## config.mk

```make
export PLATFORM = sky130hd
export DESIGN_NAME = handoff_wait_timer
export DESIGN_NICKNAME = d
export VERILOG_FILES = /design/src/rtl/handoff_wait_timer.sv
export SDC_FILE = /design/constraint.sdc
export NUM_CORES = 1
export LEC_CHECK = 0
export BUFFER_PORTS_ARGS = -buffer_cell sky130_fd_sc_hd__buf_2
export CAP_MARGIN = 15
export CORE_MARGIN = 4
export CORE_UTILIZATION = 55
export DETAILED_ROUTE_END_ITERATION = 8
export PLACE_DENSITY = 0.75
export SLEW_MARGIN = 10
export SYNTH_ARGS = -nofsm -noshare
export SYNTH_HDL_FRONTEND = slang
export SYNTH_SLANG_ARGS = --single-unit
```

## constraint.sdc

```tcl
create_clock -name clk -period 2.26 [get_ports clk]
set_clock_uncertainty 0.1 [all_clocks]
set_input_delay 0.678 -clock clk [delete_from_list [all_inputs] [get_ports clk]]
set_output_delay 0.678 -clock clk [all_outputs]
set_load 0.005 [all_outputs]
```

## src/rtl/handoff_wait_timer.sv

```systemverilog
module handoff_wait_timer #(
  parameter int CNT_W = 8,
  parameter int MULT0 = 1,
  parameter int MULT1 = 100,
  parameter int MULT2 = 2000,
  parameter int MULT3 = 50000
) (
  input  logic             clk,
  input  logic             rst_n,
  input  logic             role_active,
  input  logic             sel_we,
  input  logic [1:0]       sel_wdata,
  input  logic [CNT_W-1:0] avail_cnt,
  input  logic             start_i,
  input  logic             abort_i,
  output logic             busy_o,
  output logic             done_o
);
  localparam int PRE_W = $clog2(MULT3 + 1);

  logic [1:0]       sel_q, sel_run_q;
  logic [PRE_W-1:0] pre_q, reload_run;
  logic [CNT_W-1:0] cnt_q;
  logic             busy_q, done_q;

  function automatic logic [PRE_W-1:0] reload_of(input logic [1:0] s);
    case (s)
      2'b00:   reload_of = PRE_W'(MULT0 - 1);
      2'b01:   reload_of = PRE_W'(MULT1 - 1);
      2'b10:   reload_of = PRE_W'(MULT2 - 1);
      default: reload_of = PRE_W'(MULT3 - 1);
    endcase
  endfunction

  assign reload_run = reload_of(sel_run_q);
  assign busy_o     = busy_q;
  assign done_o     = done_q;

  always_ff @(posedge clk or negedge rst_n)
    if (!rst_n)                    sel_q <= 2'b00;
    else if (sel_we && role_active) sel_q <= sel_wdata;

  always_ff @(posedge clk or negedge rst_n) begin
    if (!rst_n) begin
      busy_q    <= 1'b0;
      done_q    <= 1'b0;
      cnt_q     <= '0;
      pre_q     <= '0;
      sel_run_q <= 2'b00;
    end else begin
      done_q <= 1'b0;
      if (abort_i) begin
        busy_q <= 1'b0;
      end else if (!busy_q) begin
        if (start_i) begin
          busy_q    <= 1'b1;
          sel_run_q <= sel_q;
          if (avail_cnt == '0) begin
            cnt_q <= CNT_W'(1);
            pre_q <= '0;
          end else begin
            cnt_q <= avail_cnt;
            pre_q <= reload_of(sel_q);
          end
        end
      end else if (pre_q == '0) begin
        if (cnt_q == CNT_W'(1)) begin
          busy_q <= 1'b0;
          done_q <= 1'b1;
          cnt_q  <= '0;
        end else begin
          cnt_q <= cnt_q - CNT_W'(1);
          pre_q <= reload_run;
        end
      end else begin
        pre_q <= pre_q - PRE_W'(1);
      end
    end
  end

  assert_done_pulse_R5: assert property (@(posedge clk) disable iff (!rst_n)
    done_o |=> !done_o);
  assert_done_idle_R5: assert property (@(posedge clk) disable iff (!rst_n)
    done_o |-> !busy_o);
  assert_abort_silent_R8: assert property (@(posedge clk) disable iff (!rst_n)
    abort_i |=> (!done_o && !busy_o));
  assert_sel_locked_R6: assert property (@(posedge clk) disable iff (!rst_n)
    !role_active |=> $stable(sel_q));
  assert_count_falls_R7: assert property (@(posedge clk) disable iff (!rst_n)
    (busy_o && $past(busy_o)) |-> (cnt_q <= $past(cnt_q)));
  assert_pre_bound_R7: assert property (@(posedge clk) disable iff (!rst_n)
    busy_o |-> (pre_q <= reload_run));
endmodule

```

==> results.py, run 1 <==
metrics = {
    "status": {
        "outcome": "completed",
    },
    "cts": {
        "clk_latency_ns": 0.28,
        "cts_tree": "yes",
        "root_buffer": "clkbuf_8",
        "cts_max_level": 2,
        "clockBufferDepth": 2,
        "cts.clk_slew.worst_paths_ns": 0.06,
        "clock-sinks": 30,
        "cts_buffers": 5,
        "cts_setup_buffers": 0,
    },
    "sta": {
        "finalSetupViolCount": 0,
        "worst_pin_slew_ns": 0.666,
        "drv_slew": 0,
        "finalCriticalPeriod_ns": 2.12,
        "fmax_mhz": 471,
        "hold_violations": 0,
        "post-route-period-util": 0.939,
        "slew_headroom": 0.556,
        "finalSetupTns_ns": 0,
        "rsz0062_at_grt": "no",
        "timing.hold.ws_ns": 0.323,
        "finalWorstSetupSlack_ns": 0.137,
    },
    "cells_and_area": {
        "drive_gt1_frac": 0.206,
        "fin_nets": 273,
        "n_antenna_cell": 0,
        "finalCoreUtilization": 0.660,
        "area_delta_synth_final_pct": 13.0,
        "fin_area_mm2": 0.00227,
    },
    "yosys": {
        "yosysWarnings": 0,
        "syn_inst": 229,
        "synth-edff-count": 0,
        "synth_compound_area_frac": 0.271,
        "synth_fa_ha_area_frac": 0.0249,
        "muxShareOfSynthArea": 0.0162,
        "synth_top_family_by_area": "compound AO/OA/AOI/OAI gates",
        "async_flop_share": 1.00,
        "synth_xor_xnor_area_share": 0.00435,
        "netlist_area_mm2": 0.00201,
        "synth_ff_type": "dfrtp_1",
        "synth-seq-cells": 30,
        "seq_area_frac_synth": 0.373,
        "avgSynthCellArea_um2": 8.79,
        "synthDistinctLibCells": 62,
        "synth_simple_gate_area_frac": 0.252,
        "syn_nets": 249,
    },
    "routing": {
        "wl_um": 4910,
        "drc": 0,
        "top_layer": "met4",
        "dr.pass1.iters": 5,
        "viasPerCell": 6.41,
        "wl_met2_um": 2060,
        "wl_per_cell_um": 16.5,
        "wl_met3_um": 437,
        "drt_iter0_drc": 249,
        "met1_length_um": 2330,
        "ant_nets": 0,
        "dr_total_vias": 1910,
    },
    "setup_path": {
        "cp_max_fo": 7,
        "worstPathArrival_ns": 2.19,
        "cp-start-kind": "flip-flop",
        "worstReg2RegStart": "pre_q[0]$_DFFE_PN0P_",
        "r2r_end": "cnt_q[2]$_DFFE_PN0P_",
        "crit_type": "reg -> reg",
        "end_kind": "flip-flop",
        "reg2reg_slack_ns": 0.14,
        "rr_worst_depth": 7,
        "worstPathRequired_ns": 2.33,
    },
    "die": {
        "start_util": 0.585,
        "die_x_um": 68.5,
        "io_pins": 18,
        "chipHeight_um": 68.5,
        "placeableCoreArea_mm2": 0.00344,
        "die_area_mm2": 0.00469,
        "rows": 21,
    },
    "power": {
        "irDropWorstVdd_uv": 455,
        "power_density_mw_per_mm2": 742,
        "p_clk_frac": 0.252,
        "p_leak_nw": 0.950,
        "p_int_mw": 1.08,
        "p_seq_frac": 0.458,
        "switchingPower_uw": 611,
        "swShare": 0.362,
        "combPwrFrac": 0.290,
    },
    "grt": {
        "antenna_found_initial": 0,
        "grt_pass1_vias": 1818,
        "grt_first_pass_wirelength_um": 8600,
        "grt_util_all_layers": 0.247,
        "grt.overflow.total": 0,
        "grt_max_degree": 31,
    },
    "job": {
        "maxCapViolations": 0,
    },
    "worst_hold_path": {
        "min_path_type": "in -> async",
    },
    "placement": {
        "place_hpwl_um": 3580,
        "place_congestion": 0.928,
        "dp_slack_ns": 0.0156,
        "place_area_mm2": 0.00218,
        "port_buffers": 17,
    },
}
[through the flow]
stage | power [mW] | instances
after floorplan | 1.10 | 229
after global placement | 1.25 | 292
after detailed placement | 1.25 | 292
after CTS | 1.68 | 298
after global routing | 1.79 | 298
final | 1.69 | 298
[final cells by class]
cell class,instances,area [um^2]
fill,294,1170
multi-input combinational,175,1160
sequential,30,751
timing repair buffer,27,173
clock buffer,6,82.6
tap,46,57.6
inverter,14,52.6
[flip-flops by register name (all words and copies together), names as in the netlist]
name       count
sel_q          2
busy_o         1
sel_run_q      2
done_o         1
pre_q         16
cnt_q          8
[kinds of logic (layout without fill, tap and decap cells)]
group / count (synthesis) / after routing
simple gates: 91 / 91
buf+inv: 24 / 47
xor+xnor: 1 / 1
compound gates: 76 / 76
fa+ha+maj: 4 / 4
flops: 30 / 30
mux: 3 / 3
[routing by layer]
layer	GRT usage	vias to the layer above
met2	0.349	99
met5	0	-
met1	0.358	888
li1	-	913
met4	0.0943	0
met3	0.0624	10
[worst max path at each step]
stage | startpoint | end | slack, ns
global route | pre_q[0]$_DFFE_PN0P_ | cnt_q[2]$_DFFE_PN0P_ | 0.01
global placement | avail_cnt[4] | pre_q[8]$_DFFE_PN0P_ | 0.07
CTS | pre_q[0]$_DFFE_PN0P_ | cnt_q[2]$_DFFE_PN0P_ | 0.07
finish | pre_q[0]$_DFFE_PN0P_ | cnt_q[2]$_DFFE_PN0P_ | 0.14
detailed placement | avail_cnt[4] | pre_q[8]$_DFFE_PN0P_ | 0.02
floorplan | avail_cnt[0] | pre_q[8]$_DFFE_PN0P_ | 0.23
[worst max-delay path: stages (launching register included)]
cell	delay, ns
dfrtp_1	0.40
inv_1	0.12
ha_1	0.17
nor2b_1	0.23
and4_2	0.37
and3_4	0.25
nor2_2	0.06
a211o_1	0.30
[power groups by stage]
stage / Clock (mW) / Sequential [mW] / Combinational [mW]
after floorplan: 0 / 0.741 / 0.360
after global placement: 0 / 0.773 / 0.473
after detailed placement: 0 / 0.777 / 0.478
after CTS: 0.435 / 0.768 / 0.480
after global routing: 0.452 / 0.789 / 0.552
final: 0.426 / 0.773 / 0.488
[cells in the final DEF (no fill, tap or decap), drive strengths merged, types with 4 or more instances in the layout]
master   count
a21oi       16
a22o         5
a31oi        4
buf         27
clkbuf       6
dfrtp       30
ha           4
inv         13
nand2       20
nand3       10
nor2        25
nor3         8
nor4         7
o21ai       16
o22ai        4
o2bb2ai      6
[synth_stat cells (3+ instances only)]
library cell  count  area share
a21o_1            3       0.011
a21oi_1          13       0.032
a21oi_2           3       0.013
a22o_1            5       0.022
a31oi_1           4       0.012
buf_6             3       0.017
clkbuf_1          4      0.0075
dfrtp_1          30        0.37
ha_1              4       0.025
inv_1            12       0.022
nand2_1          20       0.037
nand3_1           9       0.022
nor2_1           24       0.045
nor3_1            7       0.017
nor3b_1           3       0.011
nor4_1            5       0.016
o21ai_0          11       0.027
o21ai_1           4       0.010
o22ai_1           4       0.012
o2bb2ai_1         6       0.026
[repair_timing]
action | 4_1_cts | 5_1_grt
gates resized for setup | 0 | 3
hold buffers | 0 | 0
endpoints found under the setup margin | 0 | 12
Power figures use the tool's default switching activity.
==> run 2: changes to the inputs <==
- CELL_PAD_IN_SITES_DETAIL_PLACEMENT: default -> 0
- CELL_PAD_IN_SITES_GLOBAL_PLACEMENT: default -> 1
- CORE_UTILIZATION: 55 -> 45
- PLACE_DENSITY: 0.75 -> default
- PLACE_DENSITY_LB_ADDON: default -> 0.1
- SETUP_SLACK_MARGIN: default -> 0.15
- clock period: 2.26 -> 2.4 ns (I/O delays scaled with it)
==> run 2 against run 1 <==
Compared with the run above:
- sequential share of layout area decreased by 0.18 points
- critical endpoint is now pre_q[14]$_DFFE_PN0P_
- highest routed layer unchanged
- final cell count grew 3.4%
- setup slack improved by 0.11 ns
- utilization shrank 14 points
- combinational power down 4.3%
- critical path depth stayed put
- hold slack better by 0.053 ns
==> results.py, run 2 (synthesis results as in run 1) <==
metrics = {
    "sta": {
        "slew_headroom": 0.552,
        "drv_slew": 0,
        "timing.hold.ws_ns": 0.376,
        "finalCriticalPeriod_ns": 2.15,
        "worst_pin_slew_ns": 0.673,
        "finalSetupViolCount": 0,
        "hold_violations": 0,
        "fmax_mhz": 466,
        "post-route-period-util": 0.895,
        "rsz0062_at_grt": "no",
    },
    "setup_path": {
        "worstPathRequired_ns": 2.45,
        "cp_max_fo": 6,
        "slowest_delay_ns": 0.45,
        "slowest_stage": "or3b_1",
        "worstPathArrival_ns": 2.20,
        "end_kind": "flip-flop",
        "cp_cell_sequence": "inv_1 -> ha_1 -> or3b_1 -> nor2_1 -> nand2_1 -> a21oi_1 -> o221ai_1",
        "critPathBufInv": 1,
        "cp-start-kind": "flip-flop",
        "crit_type": "reg -> reg",
        "critPathTopFamily": "simple AND/OR/NAND/NOR gates",
    },
    "cells_and_area": {
        "drive_gt1_frac": 0.215,
        "final_cell_mix": "dfrtp_1, nor2_1, nand2_1",
        "layout_commonest_cell": "dfrtp_1",
        "fin_nets": 276,
        "top_register": "pre_q",
        "area_delta_synth_final_pct": 13.6,
        "finalCoreUtilization": 0.525,
        "n_antenna_cell": 0,
        "reg_top3": "pre_q: 16 flops, cnt_q: 8 flops",
        "largest_reg_flops": 16,
        "finalNonFillerCells": 308,
    },
    "power": {
        "total_power_mw": 1.58,
        "power_density_mw_per_mm2": 693,
        "irDropWorstVdd_uv": 314,
        "p_leak_nw": 0.961,
    },
    "cts": {
        "cts_max_level": 2,
        "clock-sinks": 30,
        "root_buffer": "clkbuf_8",
        "cts_hold_buf": 0,
        "cts_buffers": 5,
        "clockBufferDepth": 2,
        "cts_tree": "yes",
        "cts.clk_slew.worst_paths_ns": 0.06,
        "clk_latency_ns": 0.28,
    },
    "status": {
        "outcome": "completed",
    },
    "grt": {
        "grt_max_degree": 31,
        "use_met2": 0.318,
        "grt.overflow.total": 0,
        "antenna_found_initial": 0,
        "top_usage_layer": "met2",
        "grt_util_all_layers": 0.210,
        "grt_first_pass_wirelength_um": 8940,
        "grtUsageMet1": 0.299,
        "grt_pass1_vias": 1818,
        "use_met3": 0.0481,
    },
    "routing": {
        "wl_um": 5320,
        "dr.pass1.iters": 5,
        "dr_total_vias": 1903,
        "drt_iter0_drc": 152,
        "drc": 0,
        "ant_nets": 0,
        "viasPerCell": 6.18,
        "wl_per_cell_um": 17.3,
    },
    "placement": {
        "post-place-cells": 300,
        "port_buffers": 17,
        "place_congestion": 0.978,
        "place_hpwl_um": 4010,
    },
    "die": {
        "placeableCoreArea_mm2": 0.00435,
        "die_x_um": 74.9,
        "start_util": 0.462,
        "rows": 24,
        "die_area_mm2": 0.00560,
        "chipHeight_um": 74.9,
        "io_pins": 18,
    },
    "worst_hold_path": {
        "min_path_type": "in -> async",
    },
    "job": {
        "maxCapViolations": 0,
    },
}
==> run 2: changes by cell type in the layout (fill, tap and decap cells not counted), sizes merged <==
| cell | delta |
|---|---|
| clkinv | +2 |
| buf | +3 |
| clkbuf | -1 |
==> run 2: routing by layer <==
layer / wire length [um] / up-vias
met2: 2380 / 60
li1: - / 919
met5: 0 / -
met3: 303 / 12
met4: 108 / 0
met1: 2530 / 912
==> run 2: power breakdown <==
| group | internal (mW) | leakage, nW | switching (mW) | total, mW |
|---|---|---|---|---|
| Combinational | 0.200 | 0.547 | 0.266 | 0.467 |
| Sequential | 0.599 | 0.370 | 0.135 | 0.733 |
| Clock | 0.194 | 0.0438 | 0.189 | 0.383 |
==> run 2: worst paths after layout <==
check / start / to / slack (ns) / depth (start not counted)
min reg2reg: pre_q[11]$_DFFE_PN0P_ / pre_q[11]$_DFFE_PN0P_ / 0.42 / 1
min: rst_n / pre_q[10]$_DFFE_PN0P_ / 0.38 / 1
max: pre_q[0]$_DFFE_PN0P_ / pre_q[14]$_DFFE_PN0P_ / 0.25 / 7
max in group asynchronous: rst_n / cnt_q[1]$_DFFE_PN0P_ / 1.39 / 1
min in group clk: pre_q[11]$_DFFE_PN0P_ / pre_q[11]$_DFFE_PN0P_ / 0.42 / 1
max reg2reg: pre_q[0]$_DFFE_PN0P_ / pre_q[14]$_DFFE_PN0P_ / 0.25 / 7
==> run 2: layout make-up <==
class                           count  area (um^2)
Clock inverter                      2         10.0
Inverter                           14         52.6
Timing Repair Buffer               30          183
Clock buffer                        5         68.8
Fill cell                         410         2070
Tap cell                           52         65.1
Sequential cell                    30          751
Multi-Input combinational cell    175         1160
==> run 2: timing repair <==
item | in CTS | in global routing
hold endpoints to repair | 0 | 0
setup buffers | 0 | 1
setup endpoints to repair | 0 | 16
gates resized for setup | 0 | 2
==> run 2: metrics by stage <==
step	worst slack [ns]	setup TNS, ns	instance area, um^2
after global routing	0.151	0	2290
after CTS	0.189	0	2270
after detailed placement	0.0141	0	2190
after global placement	-0.0153	-0.0153	2190
after floorplan	0.332	0	2010
final	0.252	0	2290
==> run 3: changes to the inputs <==
- CELL_PAD_IN_SITES_DETAIL_PLACEMENT: 0 -> 1
- CELL_PAD_IN_SITES_GLOBAL_PLACEMENT: 1 -> 2
- CORE_UTILIZATION: 45 -> 36
- CTS_CLUSTER_SIZE: default -> 20
==> run 3 against run 2 <==
Compared with the run above:
- die area increased by 22%
- hold slack got worse by 0.0030 ns
- utilization decreased by 8.0 points
- first-iteration DRC count fell by 44%
- setup slack better by 0.058 ns
- global-route usage decreased by 0.74 points
- register-to-register slack improved by 0.06 ns
- clock power grew 15%
- fmax rose by 2.8%
- critical path depth is 2 lower
- clock-buffer cell count up 2
- flip-flop and latch count is the same
- critical path type unchanged
- critical endpoint is now pre_q[7]$_DFFE_PN0P_
==> results.py, run 3 (synthesis results as in run 1) <==
metrics = {
    "sta": {
        "drv_slew": 0,
        "fmax_mhz": 478,
        "finalSetupTns_ns": 0,
        "slew_headroom": 0.523,
        "post-route-period-util": 0.871,
        "worst_pin_slew_ns": 0.715,
        "rsz0062_at_grt": "no",
        "finalCriticalPeriod_ns": 2.09,
        "finalSetupViolCount": 0,
        "hold_violations": 0,
    },
    "power": {
        "total_power_mw": 1.66,
        "power_density_mw_per_mm2": 707,
        "p_clk_frac": 0.264,
        "switchingPower_uw": 627,
        "irDropWorstVdd_uv": 300,
        "swShare": 0.378,
        "p_leak_nw": 0.977,
        "p_int_mw": 1.03,
        "combPwrFrac": 0.294,
        "p_seq_frac": 0.441,
    },
    "placement": {
        "port_buffers": 17,
        "place_hpwl_um": 4720,
        "place_congestion": 0.856,
        "place_area_mm2": 0.00222,
    },
    "cells_and_area": {
        "area_delta_synth_final_pct": 16.7,
        "nFillCells": 648,
        "reg_top3": "pre_q: 16 flops, cnt_q: 8 flops",
        "largest_reg_flops": 16,
        "fin_nets": 278,
        "fin_area_mm2": 0.00235,
        "layout_commonest_cell": "dfrtp_1",
        "final_cell_mix": "dfrtp_1, nor2_1, nand2_1",
        "top_register": "pre_q",
        "n_antenna_cell": 0,
        "drive_gt1_frac": 0.232,
        "finalCoreUtilization": 0.445,
    },
    "die": {
        "die_area_mm2": 0.00685,
        "start_util": 0.382,
        "placeableCoreArea_mm2": 0.00527,
        "io_pins": 18,
        "chipHeight_um": 82.8,
        "die_x_um": 82.8,
        "rows": 26,
    },
    "setup_path": {
        "worstPathArrival_ns": 2.16,
        "crit_type": "reg -> reg",
        "worstReg2RegStart": "pre_q[7]$_DFFE_PN0P_",
        "cp_max_fo": 13,
        "rr_worst_depth": 5,
        "r2r_end": "pre_q[7]$_DFFE_PN0P_",
        "worstPathRequired_ns": 2.47,
        "end_kind": "flip-flop",
        "cp-start-kind": "flip-flop",
        "reg2reg_slack_ns": 0.31,
    },
    "cts": {
        "root_buffer": "clkbuf_8",
        "clk_latency_ns": 0.29,
        "clockBufferDepth": 2,
        "cts_buffers": 5,
        "clock-sinks": 30,
        "cts_tree": "yes",
        "cts_max_level": 2,
        "cts.clk_slew.worst_paths_ns": 0.08,
        "cts_hold_buf": 0,
    },
    "grt": {
        "grt_max_degree": 31,
        "use_met2": 0.319,
        "use_met3": 0.0401,
        "grt_util_all_layers": 0.203,
        "grtUsageMet1": 0.286,
        "antenna_found_initial": 0,
        "grt_first_pass_wirelength_um": 10400,
        "grt_pass1_vias": 2012,
        "grt.overflow.total": 0,
        "top_usage_layer": "met2",
    },
    "routing": {
        "drc": 0,
        "wl_um": 6180,
        "dr_total_vias": 1964,
        "wl_per_cell_um": 18.8,
        "ant_nets": 0,
        "viasPerCell": 5.97,
        "drt_iter0_drc": 85,
        "dr.pass1.iters": 4,
    },
    "job": {
        "maxCapViolations": 0,
    },
    "worst_hold_path": {
        "min_path_type": "in -> async",
    },
    "status": {
        "outcome": "completed",
    },
}
-- run 3: per-stage QoR --
| step | hold slack [ns] | instances | setup WS (ns) |
|---|---|---|---|
| finish | 0.373 | 329 | 0.310 |
| global route | 0.436 | 329 | 0.154 |
| floorplan | 0.324 | 229 | 0.332 |
| CTS | 0.398 | 327 | 0.180 |
| detailed placement | 0.412 | 319 | -0.0203 |
| global placement | 0.393 | 319 | -0.0300 |
-- run 3: worst max-delay path by stage --
stage / endpoint / depth (start not counted) / from
after floorplan: pre_q[8]$_DFFE_PN0P_ / 5 / avail_cnt[0]
after global placement: pre_q[8]$_DFFE_PN0P_ / 7 / avail_cnt[4]
after detailed placement: pre_q[8]$_DFFE_PN0P_ / 7 / avail_cnt[4]
after CTS: cnt_q[2]$_DFFE_PN0P_ / 7 / pre_q[0]$_DFFE_PN0P_
after global routing: pre_q[3]$_DFFE_PN0P_ / 8 / pre_q[0]$_DFFE_PN0P_
final: pre_q[7]$_DFFE_PN0P_ / 5 / pre_q[7]$_DFFE_PN0P_
-- run 3: layout make-up --
| type | count | area (um^2) | share of cell area |
|---|---|---|---|
| Timing Repair Buffer | 32 | 198 | 0.0842 |
| Sequential cell | 30 | 751 | 0.320 |
| Multi-Input combinational cell | 175 | 1170 | 0.497 |
| Clock inverter | 1 | 5.00 | 0.00213 |
| Tap cell | 70 | 87.6 | 0.0373 |
| Clock buffer | 7 | 86.3 | 0.0368 |
| Inverter | 14 | 52.6 | 0.0224 |
-- run 3: power by group through the flow --
stage                     clock (mW)  combinational (mW)  sequential [mW]
after floorplan                    0               0.339            0.698
after global placement             0               0.464            0.730
after detailed placement           0               0.478            0.739
after CTS                      0.456               0.480            0.729
after global routing           0.476               0.546            0.749
final                          0.439               0.489            0.733
-- run 3: routing by layer --
metal / up-vias / share of wire
met1: 997 / 0.49
met4: 0 / 0.011
li1: 919 / -
met5: - / 0
met2: 40 / 0.46
met3: 8 / 0.035
-- run 3: repair_timing --
item,in CTS,in global routing
endpoints found under the setup margin,0,24
setup buffers,0,2
gates resized for setup,0,6
-- run 3: critical path, stage by stage, from the launching register on --
cell and delay, ns:
dfrtp_1 0.46, nor4_4 0.41, nand4_2 0.29, o21ai_4 0.31, inv_2 0.17, a22o_1 0.23
